**config.mk**
```make
export PLATFORM = sky130hd
export DESIGN_NAME = kcp_cfg_port
export DESIGN_NICKNAME = d
export VERILOG_FILES = /design/src/rtl/kcp_pkg.sv /design/src/rtl/kcp_ctrl.sv /design/src/rtl/kcp_regs.sv /design/src/rtl/kcp_cfg_port.sv
export SDC_FILE = /design/constraint.sdc
export NUM_CORES = 1
export LEC_CHECK = 0
export ABC_AREA = 0
export BUFFER_PORTS_ARGS = -buffer_cell sky130_fd_sc_hd__buf_2
export CORE_MARGIN = 4
export CORE_UTILIZATION = 50
export CTS_CLUSTER_DIAMETER = 60
export DETAILED_ROUTE_END_ITERATION = 6
export PLACE_DENSITY = 0.77
export SLEW_MARGIN = 5
export SYNTH_ARGS = -nofsm -noshare
export SYNTH_HDL_FRONTEND = slang
export SYNTH_SLANG_ARGS = --single-unit
```
**constraint.sdc**
```tcl
create_clock -name clk -period 2.4 [get_ports clk]
set_clock_uncertainty 0.15 [all_clocks]
set_input_delay 0.24 -clock clk [delete_from_list [all_inputs] [get_ports clk]]
set_output_delay 0.24 -clock clk [all_outputs]
set_load 0.01 [all_outputs]
```
**src/rtl/kcp_pkg.sv**
```systemverilog
package kcp_pkg;
  typedef struct packed {
    logic       open;
    logic       dataWr;
    logic [7:0] index;
  } ctlStb_t;

  localparam logic [7:0] EXIT_BYTE = 8'hAA;
  localparam logic [7:0] IDX_LDN   = 8'h07;
  localparam logic [7:0] IDX_CIDL  = 8'h20;
  localparam logic [7:0] IDX_CIDH  = 8'h21;
  localparam logic [7:0] IDX_VIDA  = 8'h23;
  localparam logic [7:0] IDX_VIDB  = 8'h24;
  localparam logic [7:0] IDX_BASEH = 8'h60;
  localparam logic [7:0] IDX_BASEL = 8'h61;
  localparam logic [7:0] IDX_IRQ   = 8'h70;
  localparam logic [7:0] IDX_R485  = 8'hF0;
  localparam logic [7:0] IDX_FIFO  = 8'hF6;
  localparam logic [7:0] VID_A_VAL = 8'h19;
  localparam logic [7:0] VID_B_VAL = 8'h34;

  function automatic logic [7:0] keyOf(input int sel);
    case (sel)
      0:       keyOf = 8'h77;
      1:       keyOf = 8'hA0;
      2:       keyOf = 8'h87;
      default: keyOf = 8'h67;
    endcase
  endfunction
endpackage

```
**src/rtl/kcp_ctrl.sv**
```systemverilog
module kcp_ctrl
  import kcp_pkg::*;
#(
  parameter int KEY_SEL = 0
) (
  input  logic       clk,
  input  logic       rstN,
  input  logic       busWr,
  input  logic       busAddr,
  input  logic [7:0] busWData,
  output ctlStb_t    stb
);
  localparam logic [7:0] KEY = keyOf(KEY_SEL);

  typedef enum logic [1:0] {ST_LOCKED, ST_HALF, ST_OPEN} lockSt_t;
  lockSt_t    state;
  logic [7:0] indexQ;
  logic       idxWr;

  assign idxWr = busWr && !busAddr;

  always_ff @(posedge clk) begin
    if (!rstN) begin
      state  <= ST_LOCKED;
      indexQ <= 8'h00;
    end else if (idxWr) begin
      case (state)
        ST_LOCKED: if (busWData == KEY) state <= ST_HALF;
        ST_HALF:   state <= (busWData == KEY) ? ST_OPEN : ST_LOCKED;
        default: begin
          if (busWData == EXIT_BYTE) state  <= ST_LOCKED;
          else                       indexQ <= busWData;
        end
      endcase
    end
  end

  always_comb begin
    stb.open   = (state == ST_OPEN);
    stb.dataWr = stb.open && busWr && busAddr;
    stb.index  = indexQ;
  end
endmodule

```
**src/rtl/kcp_regs.sv**
```systemverilog
module kcp_regs
  import kcp_pkg::*;
#(
  parameter int          NUM_DEV  = 4,
  parameter int          LDN_BASE = 0,
  parameter logic [15:0] CHIP_ID  = 16'h0A5C
) (
  input  logic                   clk,
  input  logic                   rstN,
  input  ctlStb_t                stb,
  input  logic                   busAddr,
  input  logic [7:0]             busWData,
  output logic [7:0]             rdMux,
  output logic [16*NUM_DEV-1:0]  devBase,
  output logic [8*NUM_DEV-1:0]   devIrqMode,
  output logic [8*NUM_DEV-1:0]   devRs485,
  output logic [8*NUM_DEV-1:0]   devFifoCtl
);
  localparam int         SEL_W   = (NUM_DEV > 1) ? $clog2(NUM_DEV) : 1;
  localparam logic [7:0] BASE_B  = 8'(LDN_BASE);
  localparam logic [8:0] COUNT_B = 9'(NUM_DEV);

  logic [7:0]       ldnQ;
  logic [7:0]       offset;
  logic             hit;
  logic [SEL_W-1:0] sel;
  logic [7:0] baseHiQ [NUM_DEV];
  logic [7:0] baseLoQ [NUM_DEV];
  logic [7:0] irqQ    [NUM_DEV];
  logic [7:0] r485Q   [NUM_DEV];
  logic [7:0] fifoQ   [NUM_DEV];

  assign offset = ldnQ - BASE_B;
  assign hit    = {1'b0, offset} < COUNT_B;
  assign sel    = offset[SEL_W-1:0];

  always_ff @(posedge clk) begin
    if (!rstN) begin
      ldnQ <= 8'h00;
      for (int d = 0; d < NUM_DEV; d++) begin
        baseHiQ[d] <= 8'h00;
        baseLoQ[d] <= 8'h00;
        irqQ[d]    <= 8'h00;
        r485Q[d]   <= 8'h00;
        fifoQ[d]   <= 8'h00;
      end
    end else if (stb.dataWr) begin
      if (stb.index == IDX_LDN) ldnQ <= busWData;
      for (int d = 0; d < NUM_DEV; d++) begin
        if (hit && sel == SEL_W'(d)) begin
          case (stb.index)
            IDX_BASEH: baseHiQ[d] <= busWData;
            IDX_BASEL: baseLoQ[d] <= busWData;
            IDX_IRQ:   irqQ[d]    <= busWData;
            IDX_R485:  r485Q[d]   <= busWData;
            IDX_FIFO:  fifoQ[d]   <= busWData;
            default: ;
          endcase
        end
      end
    end
  end

  always_comb begin
    rdMux = 8'hFF;
    if (stb.open) begin
      if (!busAddr) begin
        rdMux = stb.index;
      end else begin
        case (stb.index)
          IDX_LDN:   rdMux = ldnQ;
          IDX_CIDL:  rdMux = CHIP_ID[7:0];
          IDX_CIDH:  rdMux = CHIP_ID[15:8];
          IDX_VIDA:  rdMux = VID_A_VAL;
          IDX_VIDB:  rdMux = VID_B_VAL;
          IDX_BASEH: rdMux = hit ? baseHiQ[sel] : 8'h00;
          IDX_BASEL: rdMux = hit ? baseLoQ[sel] : 8'h00;
          IDX_IRQ:   rdMux = hit ? irqQ[sel]    : 8'h00;
          IDX_R485:  rdMux = hit ? r485Q[sel]   : 8'h00;
          IDX_FIFO:  rdMux = hit ? fifoQ[sel]   : 8'h00;
          default:   rdMux = 8'h00;
        endcase
      end
    end
  end

  for (genvar g = 0; g < NUM_DEV; g++) begin : gOut
    assign devBase[16*g +: 16]  = {baseHiQ[g], baseLoQ[g]};
    assign devIrqMode[8*g +: 8] = irqQ[g];
    assign devRs485[8*g +: 8]   = r485Q[g];
    assign devFifoCtl[8*g +: 8] = fifoQ[g];
  end
endmodule

```
**src/rtl/kcp_cfg_port.sv**
```systemverilog
module kcp_cfg_port
  import kcp_pkg::*;
#(
  parameter int          KEY_SEL  = 0,
  parameter int          NUM_DEV  = 4,
  parameter int          LDN_BASE = 0,
  parameter logic [15:0] CHIP_ID  = 16'h0A5C
) (
  input  logic                  clk,
  input  logic                  rstN,
  input  logic                  busWr,
  input  logic                  busRd,
  input  logic                  busAddr,
  input  logic [7:0]            busWData,
  output logic [7:0]            busRData,
  output logic [16*NUM_DEV-1:0] devBase,
  output logic [8*NUM_DEV-1:0]  devIrqMode,
  output logic [8*NUM_DEV-1:0]  devRs485,
  output logic [8*NUM_DEV-1:0]  devFifoCtl
);
  ctlStb_t    ctlStb;
  logic [7:0] rdMux;

  kcp_ctrl #(.KEY_SEL(KEY_SEL)) u_ctrl (
    .clk(clk), .rstN(rstN), .busWr(busWr), .busAddr(busAddr),
    .busWData(busWData), .stb(ctlStb)
  );

  kcp_regs #(.NUM_DEV(NUM_DEV), .LDN_BASE(LDN_BASE), .CHIP_ID(CHIP_ID)) u_regs (
    .clk(clk), .rstN(rstN), .stb(ctlStb), .busAddr(busAddr),
    .busWData(busWData), .rdMux(rdMux), .devBase(devBase),
    .devIrqMode(devIrqMode), .devRs485(devRs485), .devFifoCtl(devFifoCtl)
  );

  assign busRData = busRd ? rdMux : 8'h00;
endmodule

```
* Word-level counts from Yosys, hierarchy flattened
Memory sizes are Yosys's and may differ from the RTL's. A register that Yosys moved wholly into a read port is not among the register bits. Index checks and enable logic that the tools add are counted.
Storage, ports and cells: register bits 18, bits in writable memories 160, input port bits 13, output and inout bits 168, word-level logic and storage cells 193, memories kept 5
Cells by class: order comparisons 1, eq/ne operators 18, mux-type cells 129, bitwise logic cells 22, reductions and logical operators 15
Memories:
- u_regs.baseHiQ | words 4, width 8, rd ports 5, clocked after memory_dff 1, write ports 4, RTL line kcp_regs.sv:27 | logic [7:0] baseHiQ [NUM_DEV];
- u_regs.baseLoQ | words 4, width 8, rd ports 5, clocked after memory_dff 1, write ports 4, RTL line kcp_regs.sv:28 | logic [7:0] baseLoQ [NUM_DEV];
- u_regs.fifoQ | words 4, width 8, rd ports 5, clocked after memory_dff 1, write ports 4, RTL line kcp_regs.sv:31 | logic [7:0] fifoQ [NUM_DEV];
- u_regs.irqQ | words 4, width 8, rd ports 5, clocked after memory_dff 1, write ports 4, RTL line kcp_regs.sv:29 | logic [7:0] irqQ [NUM_DEV];
- u_regs.r485Q | words 4, width 8, rd ports 5, clocked after memory_dff 1, write ports 4, RTL line kcp_regs.sv:30 | logic [7:0] r485Q [NUM_DEV];
Operators by type and width (number):
- 8-bit 2-to-1 mux | 28
- 1-bit 2-to-1 mux | 86
- 8-bit one-hot mux with 10 select lines | 1
- 8-bit by 6-bit equality test with 1-bit output (second input constant) | 4
- 8-bit by 7-bit equality test with 1-bit output (second input constant) | 4
- 2-bit 2-to-1 mux | 13
- 8-bit equality test (second input constant) | 3
- 1-bit OR | 20
- 8-bit by 3-bit equality test with 1-bit output (second input constant) | 1
- 8-bit by 3-bit < comparator with 1-bit output (second input constant) | 1
- 1-bit logical AND | 7
- 2-bit equality test (second input constant) | 3
- 3-bit AND reduction | 2
- 2-bit by 1-bit equality test with 1-bit output (second input constant) | 2
- 2-bit logical NOT | 2
- 2-bit one-hot mux with 2 select lines | 1
- 3-bit nonzero test | 1
- 2-bit by 1-bit inequality test with 1-bit output (second input constant) | 1
- 1-bit NOT | 2
- 2-bit AND reduction | 1
- 2-bit OR reduction | 1
- 1-bit logical NOT | 1

* Longest topological paths before layout
Gate-level depths: netlist of run 1.
word-level depth 7, mapped depth 7, depth with buffers taken out 5

* Hierarchy
A second synthesis of run 1 with hierarchy kept.
Unflattened totals: cells, all modules 679, area total of the unflattened synthesis 8939.8 um^2
Modules (own cells, without submodules):
- kcp_regs | instances 1, cells an instance 617, area an instance 8390.5 um^2, seq. area each 5004.8 um^2
- kcp_ctrl | instances 1, cells an instance 54, area an instance 499.2 um^2, seq. area each 200.2 um^2
- kcp_cfg_port | instances 1, cells an instance 8, area an instance 50.0 um^2, seq. area each 0.0 um^2

* Least setup slack after synthesis of run 1
No wires, ideal clock.
path type register to register, start register u_ctrl.indexQ[3], end memory u_regs.baseHiQ[0][0], enable pin, library setup time 384 ps, arrival time 1896 ps, required time 1866 ps, path slack -30 ps, cell stages (with the launch flop) 6, buffers on the path 2, clock period less this slack 2430 ps, cell sequence dfxtp_1 -> buf_2 -> nor4_1 -> buf_2 -> nand3_1 -> o21ai_0
RTL lines:
- start: declaration | RTL line kcp_ctrl.sv:17 | logic [7:0] indexQ;
- start signal: assignment | RTL line kcp_ctrl.sv:32 | else indexQ <= busWData;
- end: declaration | RTL line kcp_regs.sv:27

==> flow_summary.ini, run 1 <==
[timing]
setup_tns_ns = -3.45
max_slew_margin = 0.614
fmax_ghz = 0.344
rsz0062_at_grt = true
drv_slew = 0
holdWs_ns = 0.222
fin_crit_sh = 1.21
layout_setup_ws_ns = -0.510
hold_viol_final = 0
period_minus_slack_ns = 2.91
finalSetupViolCount = 8
tightest_slew_ns = 0.577

[power]
p_int_mw = 5.34
power_switching_mw = 1.55
power_frac_comb = 0.074
power_leakage_nw = 4.51
swShare = 0.226
power_frac_clock = 0.401
seqPwrFrac = 0.525
ir_drop_mv = 0.508
pwr_density_cell_mw_per_mm2 = 591

[clock_network]
clockBufferDepth = 2
cts-root-buf = clkbuf_16
cts_tree = built
cts-buffers-inserted = 17
postCtsHoldBufs = 0
cts_max_level = 4
cts_num_sinks = 180
insertion_delay_ns = 0.43
clkTransAtPathRegs_ns = 0.07

[yosys]
synthArstFlopShare = 0
synth_nets = 666
synth_most_common_cell = and2_1
synth-main-ff-cell = edfxtp_1
synth_cells = 653
synth-edff-count = 160
synth_commonest_cells = and2_1 (161), edfxtp_1 (160), mux4_2 (40)
syn_area_mm2 = 0.00876
yosysUniqueCellTypes = 45
syn_avg_cell_area_um2 = 13.4
synth_top_area_cell = edfxtp_1
synthTopCellsByArea = edfxtp_1 (55%), and2_1 (11%), mux4_2 (10%)
synth_seq_cells = 180
synth_top_area_frac = 0.548
ys_seq_area_frac = 0.594
yosysWarnings = 0

[hold_path]
hold_end = u_ctrl.state[0]
hold_path_class = input pin to flop
min_path_cells = 4
hp-start = busWr

[cells_and_area]
finalNonFillerCells = 1162
seq_area_mm2 = 0.00522
area.growth.synth_to_final_pct = 33.0
fillers = 1124
num_antenna_cells = 0
multi_input_area_mm2 = 0.00367
final_area_mm2 = 0.0117
post-route-util = 0.676
drive_gt1_frac = 0.462
nNetsFinal = 937

[worst_setup_path]
start_kind = flop
crit_slowest_cell = mux4_2
critPathCaptureType = output port
worst_r2r_path_depth = 8
critPathKind = flop to output port
crit_family = compound AO/OA/AOI/OAI gates
required_ns = 2.01
path_cells = buf_12 -> buf_4 -> mux4_2 -> a22oi_2 -> o32ai_2 -> o31ai_1 -> a31oi_1 -> buf_2
arrival_ns = 2.52
rr_endpoint = u_regs.r485Q[2][2]
path_buf_inv = 3
crit_path_max_incr_delay_ns = 0.54
cp_max_fo = 7
r2r-start = u_ctrl.indexQ[5]
regToRegSetupSlack_ns = 0.04

[floorplan]
die-height_um = 140
placementRows = 48
coreArea_mm2 = 0.0172
die_x_um = 140
dieArea_mm2 = 0.0197
initial_core_util = 0.508
io_pins = 181

[place]
dp_cells = 1104
port_buffers = 180
place_congestion = 0.920
dpl.hpwl_mm = 18.8
placed_cell_area_mm2 = 0.0105

[drt]
routed_wl_mm = 28.0
drc = 0
via_count = 6945
viasPerCell = 5.98
firstDrtPassIters = 7
ant_nets = 0
drt_iter0_markers = 936
post_drt_wl_per_cell_um = 24.1

[global_routing]
grt_pass1_wl_mm = 41.1
antenna_found_initial = 1
grt_pass1_vias = 6769
grt.total_usage = 0.281
grt.overflow.total = 0
grt_max_degree = 39

[status]
violations = negative setup slack
status = complete, but fails checks

[job]
drv_cap = 0
==> tightest hold or removal path, delay by kind of cell <==
kind / cells / cell delay [ns]
simple gates: 2 / 0.35
buf+inv: 1 / 0.11
compound gates: 1 / 0.05
==> placed cells by master (no fill, tap or decap), types with 7 or more instances in the layout <==
cell,n
dfxtp_1,11
nor2b_1,31
buf_12,7
nand2_1,9
o21ai_0,17
edfxtp_1,160
nor2_1,23
buf_2,180
clkbuf_16,17
clkinv_1,7
mux4_2,40
o21ai_2,7
o21ai_1,11
buf_4,104
dfxtp_2,7
mux2i_1,19
and2_1,161
==> worst max-delay path by stage <==
stage,cells past startpoint,end,slack [ns]
after floorplan,5,u_regs.baseHiQ[0][0],-0.03
after global placement,8,busRData[7],-0.40
after detailed placement,8,busRData[7],-0.37
after CTS,8,busRData[7],-0.49
after global routing,8,busRData[3],-0.60
final,8,busRData[3],-0.51
==> cell type report <==
cell class              count  area share
clock inverters            14      0.0122
clock buffers              18      0.0368
flip-flops and latches    180       0.448
inverters                   6     0.00193
repair buffers            297       0.162
multi-input cells         422       0.315
well taps                 225      0.0241
==> logic make-up (layout without fill, tap and decap cells) <==
| kind of cell | Yosys count | after routing | share of synthesized area |
|---|---|---|---|
| flops | 180 | 180 | 0.594 |
| simple gates | 294 | 294 | 0.208 |
| compound gates | 67 | 67 | 0.0474 |
| buf+inv | 51 | 335 | 0.0234 |
| mux | 61 | 61 | 0.127 |
==> metal layers <==
| layer | wire, um | vias up | part of all wire | track usage |
|---|---|---|---|---|
| met5 | 20 | - | 0.00071 | 0 |
| met4 | 877 | 2 | 0.031 | 0.102 |
| met2 | 14000 | 492 | 0.50 | 0.461 |
| li1 | - | 2974 | - | - |
| met1 | 10200 | 3409 | 0.36 | 0.373 |
| met3 | 2970 | 68 | 0.11 | 0.0563 |
==> stage by stage <==
step / total power [mW] / setup slack (ns)
2_1_floorplan: 3.87 / -0.0297
3_3_place_gp: 4.17 / -0.396
3_5_place_dp: 4.18 / -0.374
4_1_cts: 6.89 / -0.491
5_1_grt: 7.05 / -0.597
6_report: 6.89 / -0.510
==> timing repair <==
| item | 4_1_cts | 5_1_grt |
|---|---|---|
| cloned | 1 | 0 |
| resized for setup | 36 | 68 |
| pin swaps | 13 | 14 |
| endpoints found under the setup margin | 21 | 231 |
| setup buffers | 12 | 15 |
==> state kept, by name (all words and copies together) (netlist names), named ones only <==
name	flops
u_regs.baseHiQ	32
u_regs.irqQ	32
u_regs.baseLoQ	32
u_regs.fifoQ	32
u_regs.r485Q	32
u_regs.ldnQ	8
u_ctrl.indexQ	8
u_ctrl.state	2
==> power groups by stage <==
| stage | clock [mW] | sequential, mW | combinational (mW) |
|---|---|---|---|
| finish | 2.76 | 3.62 | 0.509 |
| global route | 2.89 | 3.63 | 0.537 |
| CTS | 2.77 | 3.62 | 0.501 |
| detailed placement | 0 | 3.68 | 0.493 |
| global placement | 0 | 3.69 | 0.482 |
| floorplan | 0 | 3.73 | 0.140 |
(Power assumes the default switching activity.)
==> run 2: changes to the inputs <==
--- a/config.mk
+++ b/config.mk
@@ -15,4 +15,5 @@
 export SLEW_MARGIN = 5
 export SYNTH_ARGS = -nofsm -noshare
 export SYNTH_HDL_FRONTEND = slang
+export SYNTH_HIERARCHICAL = 1
 export SYNTH_SLANG_ARGS = --single-unit
==> flow_summary.ini, run 2 <==
[floorplan]
placementRows = 48
coreArea_mm2 = 0.0174
die-height_um = 142
dieArea_mm2 = 0.0201
die_x_um = 142
initial_core_util = 0.513
io_pins = 181

[yosys]
synth_top_area_cell = edfxtp_1
synth_top_family_by_area = simple AND/OR/NAND/NOR gates
synth_commonest_cells = and2_1 (168), edfxtp_1 (160), mux4_2 (38)
synth_seq_cells = 180
synth_adder_area_share = 0
synth-main-ff-cell = edfxtp_1
synth-compound-area-share = 0.0560
synthTopCellsByArea = edfxtp_1 (54%), and2_1 (12%), mux4_2 (9.6%)
synth_most_common_cell = and2_1
synth-xor-area-share = 0
syn_area_mm2 = 0.00894
synth_top_area_frac = 0.537
synth-edff-count = 160
synthArstFlopShare = 0
muxShareOfSynthArea = 0.120
synthSimpleGateAreaFrac = 0.209
synth_nets = 692
ys_seq_area_frac = 0.582
syn_avg_cell_area_um2 = 13.2
synth_cells = 679
yosysUniqueCellTypes = 56
yosysWarnings = 6

[cells_and_area]
seq_area_mm2 = 0.00521
drive_gt1_frac = 0.486
nNetsFinal = 1038
fillers = 1179
final_cell_mix = buf_2 (180), buf_4 (178), and2_1 (166), edfxtp_1 (160), mux4_2 (38)
final_area_mm2 = 0.0123
finalNonFillerCells = 1262
area.growth.synth_to_final_pct = 37.8
multi_input_area_mm2 = 0.00367
final_common_cell = buf_2
num_antenna_cells = 0

[worst_setup_path]
start_kind = flop
r2r-start = u_regs/ldnQ[2]
regToRegSetupSlack_ns = -0.01
worst_r2r_path_depth = 6
path_cells = buf_6 -> buf_12 -> mux4_2 -> a22oi_2 -> nor2_1 -> nor4_1 -> buf_4 -> o221ai_2 -> and2_1 -> buf_2
cp_max_fo = 7
arrival_ns = 2.72
rr_endpoint = u_regs/fifoQ[0][5]
critPathCaptureType = output port
crit_path_max_incr_delay_ns = 0.55
required_ns = 2.01
critPathKind = flop to output port
crit_slowest_cell = mux4_2

[clock_network]
insertion_delay_ns = 0.43
clockBufferDepth = 2
cts_max_level = 4
clkTransAtPathRegs_ns = 0.06
cts_tree = built
cts_num_sinks = 180
cts-root-buf = clkbuf_16
cts-buffers-inserted = 17

[timing]
max_slew_margin = 0.604
fmax_ghz = 0.321
period_minus_slack_ns = 3.11
tightest_slew_ns = 0.594
drv_slew = 0
finalSetupViolCount = 9
hold_viol_final = 0
setup_tns_ns = -5.33
layout_setup_ws_ns = -0.711
fin_crit_sh = 1.30
holdWs_ns = 0.123
rsz0062_at_grt = true

[hold_path]
hp-start = busWData[7]
min_path_cells = 3
hold_path_class = input pin to flop
hold_end = u_regs/ldnQ[7]

[drt]
routed_wl_mm = 30.3
via_count = 7498
ant_nets = 0
post_drt_wl_per_cell_um = 24.0
drt_iter0_markers = 839
viasPerCell = 5.94
drc = 0
firstDrtPassIters = 6

[power]
power_leakage_nw = 4.95
pwr_density_cell_mw_per_mm2 = 565
ir_drop_mv = 0.485

[job]
drv_cap = 0

[status]
violations = negative setup slack
status = complete, but fails checks

[global_routing]
grt_max_degree = 29
grt.total_usage = 0.300
grt.overflow.total = 0
grt_pass1_vias = 7450
grt_pass1_wl_mm = 44.7
antenna_found_initial = 0

[place]
placed_cell_area_mm2 = 0.0113
dpl.hpwl_mm = 20.9
dp_cells = 1212
port_buffers = 180
pre_cts_ws_ns = -0.302
place_congestion = 0.892
-- run 2: cell types whose count changed after synthesis, moves of 7 or more --
cell,change
a21oi_1,+7
and2_1,+7
inv_1,+14
nand2_1,+14
nor2b_1,-22
o21ai_0,-10
-- run 2: what timing repair did --
action | 4_1_cts | 5_1_grt
gates resized for setup | 27 | 46
hold buffers | 0 | 0
pin swaps | 8 | 23
buffers inserted | 3 | 17
endpoints found under the setup margin | 32 | 252
cloned | 1 | 1
-- run 2: cells by family (layout without fill, tap and decap cells) --
| group | after synthesis | after routing |
|---|---|---|
| AO/OA/AOI/OAI | 72 | 72 |
| buffers and inverters | 67 | 425 |
| flip-flops | 180 | 180 |
| AND/OR/NAND/NOR | 301 | 301 |
| multiplexers | 59 | 59 |
-- run 2: critical path: cells and delay by family (launching register included) --
family | cells | cell delay, ns
AOI/OAI and AO/OA | 2 | 0.28
buffers and inverters | 4 | 0.55
DFF | 1 | 0.39
muxes | 1 | 0.55
and+or+nand+nor | 3 | 0.53
-- run 2: area by class of cell --
| cell class | instances | share of cell area |
|---|---|---|
| clock inverter | 12 | 0.0112 |
| inverter | 20 | 0.00610 |
| clock buffer | 19 | 0.0352 |
| timing repair buffer | 374 | 0.203 |
| tap | 225 | 0.0229 |
| sequential | 180 | 0.423 |
| multi-input combinational | 432 | 0.298 |
-- run 2: routing by layer --
metal  global-route usage  wire [um]  share of wire
met5                    0          0              0
met4                0.112       1080          0.036
met3               0.0755       3110           0.10
met2                0.489      14900           0.49
met1                0.390      11200           0.37
-- run 2: worst max path at each step --
stage                                      end  slack, ns  cells past startpoint
after floorplan           u_regs/baseLoQ[3][0]      -0.14                      5
after global placement             busRData[1]      -0.27                      8
after detailed placement           busRData[2]      -0.30                      9
after CTS                          busRData[3]      -0.67                      9
after global routing               busRData[5]      -0.78                     10
final                              busRData[5]      -0.71                     10
-- run 2: stage by stage --
| step | power (mW) | utilization |
|---|---|---|
| after floorplan | 3.87 | - |
| after global placement | 4.23 | 0.648 |
| after detailed placement | 4.24 | 0.648 |
| after CTS | 6.96 | 0.689 |
| after global routing | 7.14 | 0.707 |
| final | 6.95 | 0.707 |
-- run 2: power breakdown --
part	leakage [nW]	total [mW]	switching (mW)	internal [mW]
clock network	0.281	2.76	1.14	1.62
logic	2.95	0.573	0.327	0.246
registers	1.71	3.62	0.0928	3.53
total	4.95	6.95	1.56	5.39
